<file path="src/rtl/pwm_ss_pkg.sv">
package pwm_ss_pkg;

    typedef enum logic [1:0] {
        IDX_ENABLE = 2'd0,
        IDX_CTRL   = 2'd1,
        IDX_DUTY   = 2'd2,
        IDX_PERIOD = 2'd3
    } reg_idx_e;

    localparam int CODE_W  = 3;
    localparam int CTRL_W  = 4;
    localparam int INV_BIT = 3;
    localparam logic [CODE_W-1:0] CODE_DIV = 3'd7;

    // Left shift applied to period/duty for each prescale code
    function automatic int unsigned code_shift(input logic [CODE_W-1:0] code);
        case (code)
            3'd1:    return 2;
            3'd2:    return 3;
            3'd3:    return 4;
            3'd4:    return 6;
            3'd5:    return 8;
            3'd6:    return 10;
            default: return 0;
        endcase
    endfunction

endpackage

</file>
<file path="src/rtl/pwm_ss_regs.sv">
module pwm_ss_regs
    import pwm_ss_pkg::*;
#(
    parameter int ADDR_W = 5,
    parameter int DATA_W = 32,
    parameter int CNT_W  = 16
) (
    input  logic              clk,
    input  logic              rst_n,
    input  logic              wr_en,
    input  logic [ADDR_W-1:0] addr,
    input  logic [DATA_W-1:0] wdata,
    output logic [DATA_W-1:0] rdata,
    output logic              en,
    output logic [CTRL_W-1:0] ctrl,
    output logic [CNT_W-1:0]  duty,
    output logic [CNT_W-1:0]  period
);

    typedef struct packed {
        logic              en;
        logic [CTRL_W-1:0] ctrl;
        logic [CNT_W-1:0]  duty;
        logic [CNT_W-1:0]  period;
    } regs_t;

    regs_t    st_d, st_q;
    logic     hit;
    reg_idx_e idx;

    logic unused_wdata_hi;
    assign unused_wdata_hi = ^wdata[DATA_W-1:CNT_W];

    assign hit = (addr[ADDR_W-1:4] == '0) && (addr[1:0] == 2'b00);
    assign idx = reg_idx_e'(addr[3:2]);

    always_comb begin
        st_d = st_q;
        if (wr_en && hit) begin
            case (idx)
                IDX_ENABLE: st_d.en     = wdata[0];
                IDX_CTRL:   st_d.ctrl   = wdata[CTRL_W-1:0];
                IDX_DUTY:   st_d.duty   = wdata[CNT_W-1:0];
                IDX_PERIOD: st_d.period = wdata[CNT_W-1:0];
                default:    st_d        = st_q;
            endcase
        end
    end

    always_comb begin
        rdata = '0;
        if (hit) begin
            case (idx)
                IDX_ENABLE: rdata[0]          = st_q.en;
                IDX_CTRL:   rdata[CTRL_W-1:0] = st_q.ctrl;
                IDX_DUTY:   rdata[CNT_W-1:0]  = st_q.duty;
                IDX_PERIOD: rdata[CNT_W-1:0]  = st_q.period;
                default:    rdata             = '0;
            endcase
        end
    end

    always_ff @(posedge clk or negedge rst_n) begin
        if (!rst_n) st_q <= '0;
        else        st_q <= st_d;
    end

    assign en     = st_q.en;
    assign ctrl   = st_q.ctrl;
    assign duty   = st_q.duty;
    assign period = st_q.period;

endmodule

</file>
<file path="src/rtl/pwm_ss_tick.sv">
module pwm_ss_tick #(
    parameter int DIV_LOG2 = 12
) (
    input  logic clk,
    input  logic rst_n,
    input  logic en,
    input  logic slow,
    output logic tick
);

    typedef struct packed {
        logic [DIV_LOG2-1:0] div;
    } tick_t;

    tick_t st_d, st_q;

    always_comb begin
        st_d = st_q;
        if (!en || !slow) st_d.div = '0;
        else              st_d.div = st_q.div + 1'b1;
    end

    assign tick = !slow || (st_q.div == '1);

    always_ff @(posedge clk or negedge rst_n) begin
        if (!rst_n) st_q <= '0;
        else        st_q <= st_d;
    end

endmodule

</file>
<file path="src/rtl/pwm_ss_core.sv">
module pwm_ss_core
    import pwm_ss_pkg::*;
#(
    parameter int CNT_W = 16
) (
    input  logic              clk,
    input  logic              rst_n,
    input  logic              en,
    input  logic              tick,
    input  logic [CTRL_W-1:0] ctrl,
    input  logic [CNT_W-1:0]  duty,
    input  logic [CNT_W-1:0]  period,
    output logic              act_slow,
    output logic [CNT_W-1:0]  act_per,
    output logic [CNT_W-1:0]  cnt,
    output logic              raw
);

    typedef struct packed {
        logic [CNT_W-1:0] cnt;
        logic [CNT_W-1:0] per;
        logic [CNT_W-1:0] duty;
        logic             slow;
    } core_t;

    core_t            st_d, st_q;
    logic [CODE_W-1:0] code;
    logic [CNT_W-1:0]  eff_per, eff_duty;
    logic              wrap;

    assign code     = ctrl[CODE_W-1:0];
    assign eff_per  = CNT_W'(period << code_shift(code));
    assign eff_duty = CNT_W'(duty << code_shift(code));
    assign wrap     = (st_q.per == '0) || (st_q.cnt >= st_q.per - 1'b1);

    always_comb begin
        st_d = st_q;
        if (!en || (tick && wrap)) begin
            st_d.cnt  = '0;
            st_d.per  = eff_per;
            st_d.duty = eff_duty;
            st_d.slow = (code == CODE_DIV);
        end else if (tick) begin
            st_d.cnt = st_q.cnt + 1'b1;
        end
    end

    always_ff @(posedge clk or negedge rst_n) begin
        if (!rst_n) st_q <= '0;
        else        st_q <= st_d;
    end

    assign raw      = en && (st_q.per != '0) && (st_q.cnt < st_q.duty);
    assign act_slow = st_q.slow;
    assign act_per  = st_q.per;
    assign cnt      = st_q.cnt;

endmodule

</file>
<file path="src/rtl/pwm_shiftscale.sv">
module pwm_shiftscale
    import pwm_ss_pkg::*;
#(
    parameter int ADDR_W   = 5,
    parameter int DATA_W   = 32,
    parameter int CNT_W    = 16,
    parameter int DIV_LOG2 = 12
) (
    input  logic              clk,
    input  logic              rst_n,
    input  logic              wr_en,
    input  logic [ADDR_W-1:0] addr,
    input  logic [DATA_W-1:0] wdata,
    output logic [DATA_W-1:0] rdata,
    output logic              pwm_out
);

    logic              en_w, tick_w, slow_w, raw_w, inv_w;
    logic [CTRL_W-1:0] ctrl_w;
    logic [CNT_W-1:0]  duty_w, period_w, act_per_w, cnt_w;

    pwm_ss_regs #(.ADDR_W(ADDR_W), .DATA_W(DATA_W), .CNT_W(CNT_W)) u_regs (
        .clk(clk), .rst_n(rst_n), .wr_en(wr_en), .addr(addr), .wdata(wdata),
        .rdata(rdata), .en(en_w), .ctrl(ctrl_w), .duty(duty_w), .period(period_w)
    );

    pwm_ss_tick #(.DIV_LOG2(DIV_LOG2)) u_tick (
        .clk(clk), .rst_n(rst_n), .en(en_w), .slow(slow_w), .tick(tick_w)
    );

    pwm_ss_core #(.CNT_W(CNT_W)) u_core (
        .clk(clk), .rst_n(rst_n), .en(en_w), .tick(tick_w), .ctrl(ctrl_w),
        .duty(duty_w), .period(period_w), .act_slow(slow_w), .act_per(act_per_w),
        .cnt(cnt_w), .raw(raw_w)
    );

    assign inv_w   = ctrl_w[INV_BIT];
    assign pwm_out = raw_w ^ inv_w;

endmodule

</file>
<file path="config.mk">
export PLATFORM = sky130hd
export DESIGN_NAME = pwm_shiftscale
export DESIGN_NICKNAME = d
export VERILOG_FILES = /design/src/rtl/pwm_ss_pkg.sv /design/src/rtl/pwm_ss_regs.sv /design/src/rtl/pwm_ss_tick.sv /design/src/rtl/pwm_ss_core.sv /design/src/rtl/pwm_shiftscale.sv
export SDC_FILE = /design/constraint.sdc
export NUM_CORES = 1
export LEC_CHECK = 0
export BUFFER_PORTS_ARGS = -buffer_cell sky130_fd_sc_hd__buf_2
export CAP_MARGIN = 15
export CORE_ASPECT_RATIO = 2
export CORE_MARGIN = 5
export CORE_UTILIZATION = 55
export CTS_CLUSTER_DIAMETER = 200
export DETAILED_ROUTE_END_ITERATION = 10
export HOLD_SLACK_MARGIN = 0.06
export PLACE_DENSITY_LB_ADDON = 0.1
export SYNTH_ARGS = -nofsm -noshare
export SYNTH_HDL_FRONTEND = slang
export SYNTH_SLANG_ARGS = --single-unit
export TNS_END_PERCENT = 1
</file>
<file path="constraint.sdc">
create_clock -name clk -period 4.1 [get_ports clk]
set_input_delay 0.205 -clock clk [delete_from_list [all_inputs] [get_ports clk]]
set_output_delay 0.205 -clock clk [all_outputs]
set_load 0.005 [all_outputs]
</file>
-- After elaboration in Yosys (flattened, before gate mapping)
Index checks and enable logic that the tools add are counted.
- word-level logic and storage cells: 57
- register bits: 98
- input port bits: 40
- add/subtract/negate cells: 3
- bitwise logic cells: 2
- shift-type cells: 2
- multiplexer cells: 8
- reduce and logical (&&, ||, !) cells: 20
- magnitude comparators: 2
- equality and inequality tests: 11
- operator list (cell ; number):
    two-way mux 16 bit ; 3
    left shift 16 x 4 -> 16 bit ; 2
    one-hot mux 12 bit (2 select lines) ; 1
    one-hot mux 4 bit (6 select lines) ; 1
    adder 16 x 1 -> 16 bit (second input constant) ; 1
    greater-or-equal comparator 16 bit ; 1
    logical NOT 16 bit ; 1
    < comparator 16 bit ; 1
    nonzero test 16 bit ; 1
    subtractor 16 x 1 -> 16 bit (second input constant) ; 1
    adder 12 x 1 -> 12 bit (second input constant) ; 1
    equality test 12 bit (second input constant) ; 1
    equality test 3 bit (second input constant) ; 4
    two-way mux 12 bit ; 1
    one-hot mux 3 bit (3 select lines) ; 1
    AND reduction 2 bit ; 4
    equality test 3 x 2 -> 1 bit (second input constant) ; 2
    logical AND 1 bit ; 5
    equality test 2 bit (second input constant) ; 2
    logical NOT 2 bit ; 2
    logical OR 1 bit ; 4
    one-hot mux 1 bit (4 select lines) ; 1
    equality test 3 x 1 -> 1 bit (second input constant) ; 1
    equality test 2 x 1 -> 1 bit (second input constant) ; 1
    4 further kinds ; 5

-- Logic depth before layout (Yosys ltp)
Gate-level depths: netlist of run 1.
- depth in word-level cells: 6
- gate-level depth with buffers: 16
- gate-level depth less buffers: 13

-- Cells and area by module
Synthesis of run 1 repeated with hierarchy kept, for this count alone.
- cell total of the unflattened synthesis: 820
- area, all modules: 7447.1 µm²
- modules (own cells, without submodules) (module ; sequential area each (µm²) ; times used ; area each (µm²) ; cells each):
    pwm_ss_core ; 1226.2 ; 1 ; 4978.5 ; 619
    pwm_ss_regs ; 925.9 ; 1 ; 1873.0 ; 143
    pwm_ss_tick ; 300.3 ; 1 ; 586.8 ; 57
    pwm_shiftscale ; 0.0 ; 1 ; 8.8 ; 1

-- Least setup slack after synthesis of run 1
Ideal clock, no wire load.
- kind: flip-flop to flip-flop
- start point: reg u_core.st_q, in the netlist u_core.act_per[5]
- end point: reg u_core.st_q, in the netlist u_core.act_per[10]
- cell stages (with the launch flop): 14
- setup time: 0.127 ns
- period minus slack after synthesis: 3.714 ns
- buffers on the path: 2
- slack: 0.386 ns
- arrival time: 3.586 ns
- cell sequence: dfrtp_1 > or4_1 > or2_2 > nor2_1 > nor4bb_1 > xnor2_1 > ha_1 > nand4_1 > or3_1 > o21ai_2 > and2_1 > buf_4 > buf_6 > mux2_1
- word-level cells in the longest chain between the ends: 5
- RTL lines (element ; line ; RTL):
    start: declaration ; pwm_ss_core.sv:26 ; core_t st_d, st_q;
    start signal: assignment ; pwm_ss_core.sv:50 ; else st_q <= st_d;
    subtractor 16 x 1 -> 16 bit ; pwm_ss_core.sv:34 ; assign wrap = (st_q.per == '0) || (st_q.cnt >= st_q.per - 1'b1);
    greater-or-equal comparator 16 bit ; pwm_ss_core.sv:34 ;
    logical OR 1 bit * ; pwm_ss_core.sv:34 ;
    logical AND 1 bit * ; pwm_ss_core.sv:38 ; if (!en || (tick && wrap)) begin
    logical OR 1 bit * ; pwm_ss_core.sv:38 ;
Every way passes the cells marked *; elsewhere a longest branch is shown, timed or not.
A chain may end at the register's enable or synchronous reset.

-- Final worst setup path of run 1
- start point: reg u_core.st_q, in the netlist u_core.act_per[5]
- end point: reg u_core.st_q, in the netlist u_core.act_slow
Same word-level chain as after synthesis.

==> results of run 1 <==
## worst paths after layout
check | startpoint | to | slack (ns) | depth (start not counted)
setup / recovery | u_core.act_per[5] | u_core.act_slow | 0.21 | 12
hold / removal | wdata[7] | u_regs.duty[7] | 0.1 | 2
setup reg to reg | u_core.act_per[5] | u_core.act_slow | 0.21 | 12
hold reg to reg | u_core.st_q[10] | u_core.st_q[10] | 0.49 | 1
max in group asynchronous | rst_n | u_regs.ctrl[0] | 2.64 | 3
min in group asynchronous | rst_n | u_regs.en | 0.50 | 2
## through the flow
step	instances	setup slack (ns)	hold slack, ns	util	TNS [ns]
2_1_floorplan	704	0.386	-0.0906	-	0
3_3_place_gp	842	0.337	0.343	0.578	0
3_5_place_dp	842	0.201	0.346	0.578	0
4_1_cts	859	0.154	0.0785	0.605	0
5_1_grt	859	-0.00700	0.0930	0.605	-0.00868
6_report	859	0.209	0.0975	0.605	0
## cells in the mapped netlist, drive strengths merged, types with 20 or more instances
cell type and instances:
nand2 49, mux2i 40, xnor2 20, nor2 71
o21ai 37, dfrtp 98, mux4 20, buf 31
a21oi 37, clkbuf 29, inv 27, mux2 59
ha 34
## logic make-up after synthesis
| group | count (synthesis) | share of synthesized area |
|---|---|---|
| muxes | 119 | 0.223 |
| other | 1 | 0.000552 |
| buffers and inverters | 87 | 0.0616 |
| and+or+nand+nor | 189 | 0.131 |
| adders and majority gates | 34 | 0.0627 |
| AOI/OAI and AO/OA | 128 | 0.117 |
| DFF | 98 | 0.361 |
| xor gates and xnor gates | 33 | 0.0426 |
## power breakdown
group	internal (mW)	total, mW	switching, mW
clock	0.499	0.889	0.390
combinational	0.699	1.40	0.702
sequential	1.18	1.51	0.339
total	2.37	3.80	1.43
## registers in the layout (all words and copies together) (netlist names)
name / count
u_core.st_q: 16
u_regs.duty: 16
u_core.cnt: 16
u_regs.en: 1
u_core.act_slow: 1
u_tick.st_q: 12
u_regs.ctrl: 4
u_core.act_per: 16
u_regs.period: 16
## per-layer routing
layer  up-vias  routed length [microns]  track usage
li1       2483                        -            -
met1      2552                     5940        0.254
met2       163                     9390        0.439
met3        65                      566       0.0374
met4         0                      957        0.138
met5         -                        0            0
## final cells by class
class / instances / share of cell area
Multi-Input combinational cell: 519 / 0.542
Sequential cell: 98 / 0.334
Timing Repair Buffer: 52 / 0.0419
Clock buffer: 10 / 0.0326
Tap cell: 147 / 0.0251
Inverter: 27 / 0.0138
Clock inverter: 6 / 0.00989
## what timing repair did
item,CTS,global route
hold endpoints to repair,63,0
endpoints found under the setup margin,0,12
hold buffers,1,0
gates resized for setup,0,1
==> reports/qor.yml, run 1 <==
synthesis:
  yosysSeqAreaShare: 0.361
  ys.flop_type: "dfrtp_1"
  synth-seq-cells: 98
  syn_inst: 689
  ys_types: 55
  ys_warn_count: 0
  synth_area_leader_cell: "dfrtp_1"
  synth-edff-count: 0
  synth_top_area_share: 0.361
  synth.area.top_cells: "dfrtp_1 (36%), mux2_2 (8.6%), mux4_2 (6.6%), ha_1 (6.3%), mux2i_1 (5.9%)"
  synth.avg_cell_area_sq_um: 9.85
  synth.cell_area_sq_um: 6790
  ys_async_sr_fraction: 1.00
timing:
  fin_skew_ns: 0.00689
  worst_pin_slew_ns: 0.873
  finalMaxSlewViolations: 0
  setup_viol: 0
  hold_violations: 0
  fmax_mhz: 257
  period_needed_ns: 3.89
  maxSlewHeadroom: 0.418
  fin_crit_sh: 0.949
global_route:
  grt_overflow_total: 0
  grt_pass1_vias: 5458
  grt_use_total: 0.242
  antenna_found_initial: 0
  grt_pass1_wl_mm: 27.9
  grt_max_degree: 65
final_layout:
  drive_gt1_frac: 0.205
  seqCellArea_sq_um: 2450
  mostFrequentLayoutCell: "dfrtp_1"
  multi_input_area_sq_um: 3980
  n_antenna_cell: 0
  nets: 781
  fin_area_sq_um: 7340
  layout_common_cells: "dfrtp_1 (96), nor2_1 (71), mux2_2 (52)"
  area_growth_pct: 8.15
  fill_cells: 1039
critical_path:
  cp_slowest_cell: "or4_1"
  worstPathRequired_ns: 4.33
  start_kind: "flop"
  cp_top_family: "simple AND/OR/NAND/NOR gates"
  path_cells: "or4_1 -> or2_2 -> nor2_1 -> nor4bb_2 -> xnor2_1 -> ha_1 -> nand4_1 -> or3_1 -> o21ai_2 -> and2_2 -> buf_12 -> mux2_2"
  crit_type: "reg2reg"
  critPathArrivalTime_ns: 4.12
  path_max_fanout: 33
  max_stage_delay_ns: 0.59
  crit_buf_inv: 1
  endpoint_kind: "flop"
placed_design:
  place_congestion: 0.878
  dpl.hpwl_mm: 12.6
  dpl_cell_area_sq_um: 7010
  portBuffers: 40
cts:
  cts_max_level: 3
  cts_sinks: 98
  clock_latency_ns: 0.35
  post_cts_buffers: 0
  cts-root-buf: "clkbuf_16"
  cts_max_path_buffers: 2
  cts_tree: "yes"
  numCtsBuffers: 9
  path_clk_slew_ns: 0.07
run:
  maxCapViolations: 0
route:
  vias: 5263
  post_drt_wl_per_cell_microns: 19.6
  first_iter_violations: 194
  post-route-drc-count: 0
  wirelength_mm: 16.9
  viasPerCell: 6.13
  drt-pass1-iter-count: 4
  ant_nets: 0
pwr:
  power_density_nw_per_um2: 518
  finalPower_mw: 3.80
  leakagePower_nw: 3.29
  ir_drop_uv: 322
die:
  fp.dieW_microns: 88.6
  die_area_sq_um: 14800
  fp.dieH_microns: 167
  boundaryPins: 73
  row_count: 57
  initial_core_util: 0.560
  core-area_sq_um: 12100
status:
  outcome: "finished clean"
hold_path:
  hp-class: "in2reg"
Note: power is estimated with default switching activity, not from simulation.
==> inputs of run 2 (changes only) <==
==> constraint.sdc (replaced) <==
create_clock -name clk -period 4.1 [get_ports clk]
set_input_delay 0.82 -clock clk [delete_from_list [all_inputs] [get_ports clk]]
set_output_delay 0.82 -clock clk [all_outputs]
set_load 0.005 [all_outputs]
==> reports/qor.yml, run 2 (synthesized netlist as in run 1, its figures left out) <==
cts:
  cts_max_level: 3  # unchanged
  ctsHoldBuffers: 0  # -1
  post_cts_buffers: 0  # unchanged
  cts_resized: 0  # unchanged
  cts_max_path_buffers: 2  # unchanged
  cts_sinks: 98  # unchanged
  path_clk_slew_ns: 0.07  # about the same
  cts_tree: "yes"
  clock_latency_ns: 0.35  # about the same
  cts-root-buf: "clkbuf_16"
  numCtsBuffers: 9  # unchanged
critical_path:
  critPathArrivalTime_ns: 4.06  # -0.06 ns
  worstPathRequired_ns: 4.33  # about the same
  path_max_fanout: 33  # unchanged
  endpoint_kind: "flop"
  start_kind: "flop"
  crit_type: "reg2reg"
run:
  maxCapViolations: 0  # unchanged
pwr:
  leakagePower_nw: 3.28  # -0.42%
  ir_drop_uv: 338  # +5.1%
  power_density_nw_per_um2: 512  # -1.2%
route:
  first_iter_violations: 206  # +6.2%
  viasPerCell: 6.06  # -1.2%
  post-route-drc-count: 0  # unchanged
  drt-pass1-iter-count: 7  # +3
  ant_nets: 0  # unchanged
  vias: 5196  # -1.3%
  post_drt_wl_per_cell_microns: 19.1  # -2.7%
  wirelength_mm: 16.4  # -2.8%
die:
  row_count: 57  # unchanged
  core-area_sq_um: 12100  # unchanged
  fp.dieW_microns: 88.6  # unchanged
  die_area_sq_um: 14800  # unchanged
  initial_core_util: 0.560  # unchanged
  boundaryPins: 73  # unchanged
  fp.dieH_microns: 167  # unchanged
final_layout:
  area_growth_pct: 7.93
  drive_gt1_frac: 0.205  # +0.000288
  fill_cells: 1046  # +0.67%
  stdcell_count: 858  # -0.12%
  mostFrequentLayoutCell: "dfrtp_1"
  n_antenna_cell: 0  # unchanged
  layout_common_cells: "dfrtp_1 (96), nor2_1 (71), mux2_2 (52)"
  nets: 780  # -0.13%
global_route:
  grt_overflow_total: 0  # unchanged
  grt_pass1_vias: 5432  # -0.48%
  grt_pass1_wl_mm: 27.2  # -2.4%
  grt_use_total: 0.235  # -0.00715
  antenna_found_initial: 0  # unchanged
  grt_max_degree: 54  # -17%
timing:
  fmax_mhz: 261  # +1.6%
  setup_tns_ns: 0  # unchanged
  hold_violations: 0  # unchanged
  setup_viol: 0  # unchanged
  worst_pin_slew_ns: 0.995  # +0.122 ns
  maxSlewHeadroom: 0.337  # -0.0813
  finalMaxSlewViolations: 0  # unchanged
  rsz0062_at_grt: "false"
  fin_skew_ns: 0.00561  # -0.00128 ns
  period_needed_ns: 3.83  # -0.0598 ns
  fin_crit_sh: 0.934  # -0.0146
  timing.final.ws_setup_ns: 0.269  # +0.0598 ns
placed_design:
  dp_cells: 842  # unchanged
  place_congestion: 0.876  # -0.23%
  pre_cts_slack_ns: 0.298  # +0.0978 ns
  portBuffers: 40  # unchanged
  dpl.hpwl_mm: 12.5  # -1.4%
hold_path:
  hp-class: "in2async"
status:
  outcome: "finished clean"
## run 2: cell count changes in the layout (fill, tap and decap cells not counted), sizes merged
cell	before	now
clkinv	2	1
clkinvlp	0	1
dlygate4sd3	1	0
## run 2: worst max-delay path, stage by stage (launching register included)
cell and delay (ns):
dfrtp_1 0.38, inv_1 0.13, ha_1 0.23, or4b_1 0.57, nor2_1 0.22, nor4bb_2 0.36
xnor2_1 0.12, ha_1 0.30, nand4_1 0.11, or3_1 0.39, o21ai_2 0.14, and2_2 0.19
buf_12 0.22, mux2_2 0.35
## run 2: final timing paths
kind	slack (ns)	end	startpoint	cells past startpoint
min in group clk	0.49	u_tick.st_q[0]	u_tick.st_q[0]	1
max	0.27	u_core.act_per[6]	u_core.act_per[0]	13
max in group asynchronous	2.84	u_core.act_per[4]	rst_n	2
max reg2reg	0.27	u_core.act_per[6]	u_core.act_per[0]	13
min reg2reg	0.49	u_tick.st_q[0]	u_tick.st_q[0]	1
min	0.47	u_tick.st_q[2]	rst_n	1
## run 2: final cells by class
| type | count | area (sq um) | area share |
|---|---|---|---|
| multi-input combinational | 519 | 3990 | 0.544 |
| sequential | 98 | 2450 | 0.335 |
| timing repair buffer | 51 | 298 | 0.0406 |
| clock buffer | 10 | 229 | 0.0313 |
| tap | 147 | 184 | 0.0251 |
| inverter | 27 | 101 | 0.0138 |
| clock inverter | 6 | 72.6 | 0.00991 |
## run 2: power by group
group | total, mW | internal (mW) | switching [mW]
Combinational | 1.35 | 0.691 | 0.663
Clock | 0.872 | 0.481 | 0.390
Sequential | 1.52 | 1.18 | 0.348
## run 2: metal layers
metal / GRT usage / share of wire / up-vias
met1: 0.252 / 0.36 / 2567
met4: 0.120 / 0.043 / 0
met2: 0.429 / 0.57 / 112
met3: 0.0320 / 0.027 / 38
met5: 0 / 0 / -
li1: - / - / 2479
## run 2: through the flow
| stage | hold slack, ns | utilization | total power [mW] | cell area [sq um] |
|---|---|---|---|---|
| detailed placement | 0.485 | 0.578 | 2.89 | 7010 |
| global route | 0.513 | 0.604 | 4.02 | 7330 |
| global placement | 0.459 | 0.578 | 2.82 | 7010 |
| CTS | 0.475 | 0.603 | 3.78 | 7310 |
| floorplan | 0.448 | - | 2.52 | 6840 |
| finish | 0.469 | 0.604 | 3.75 | 7330 |
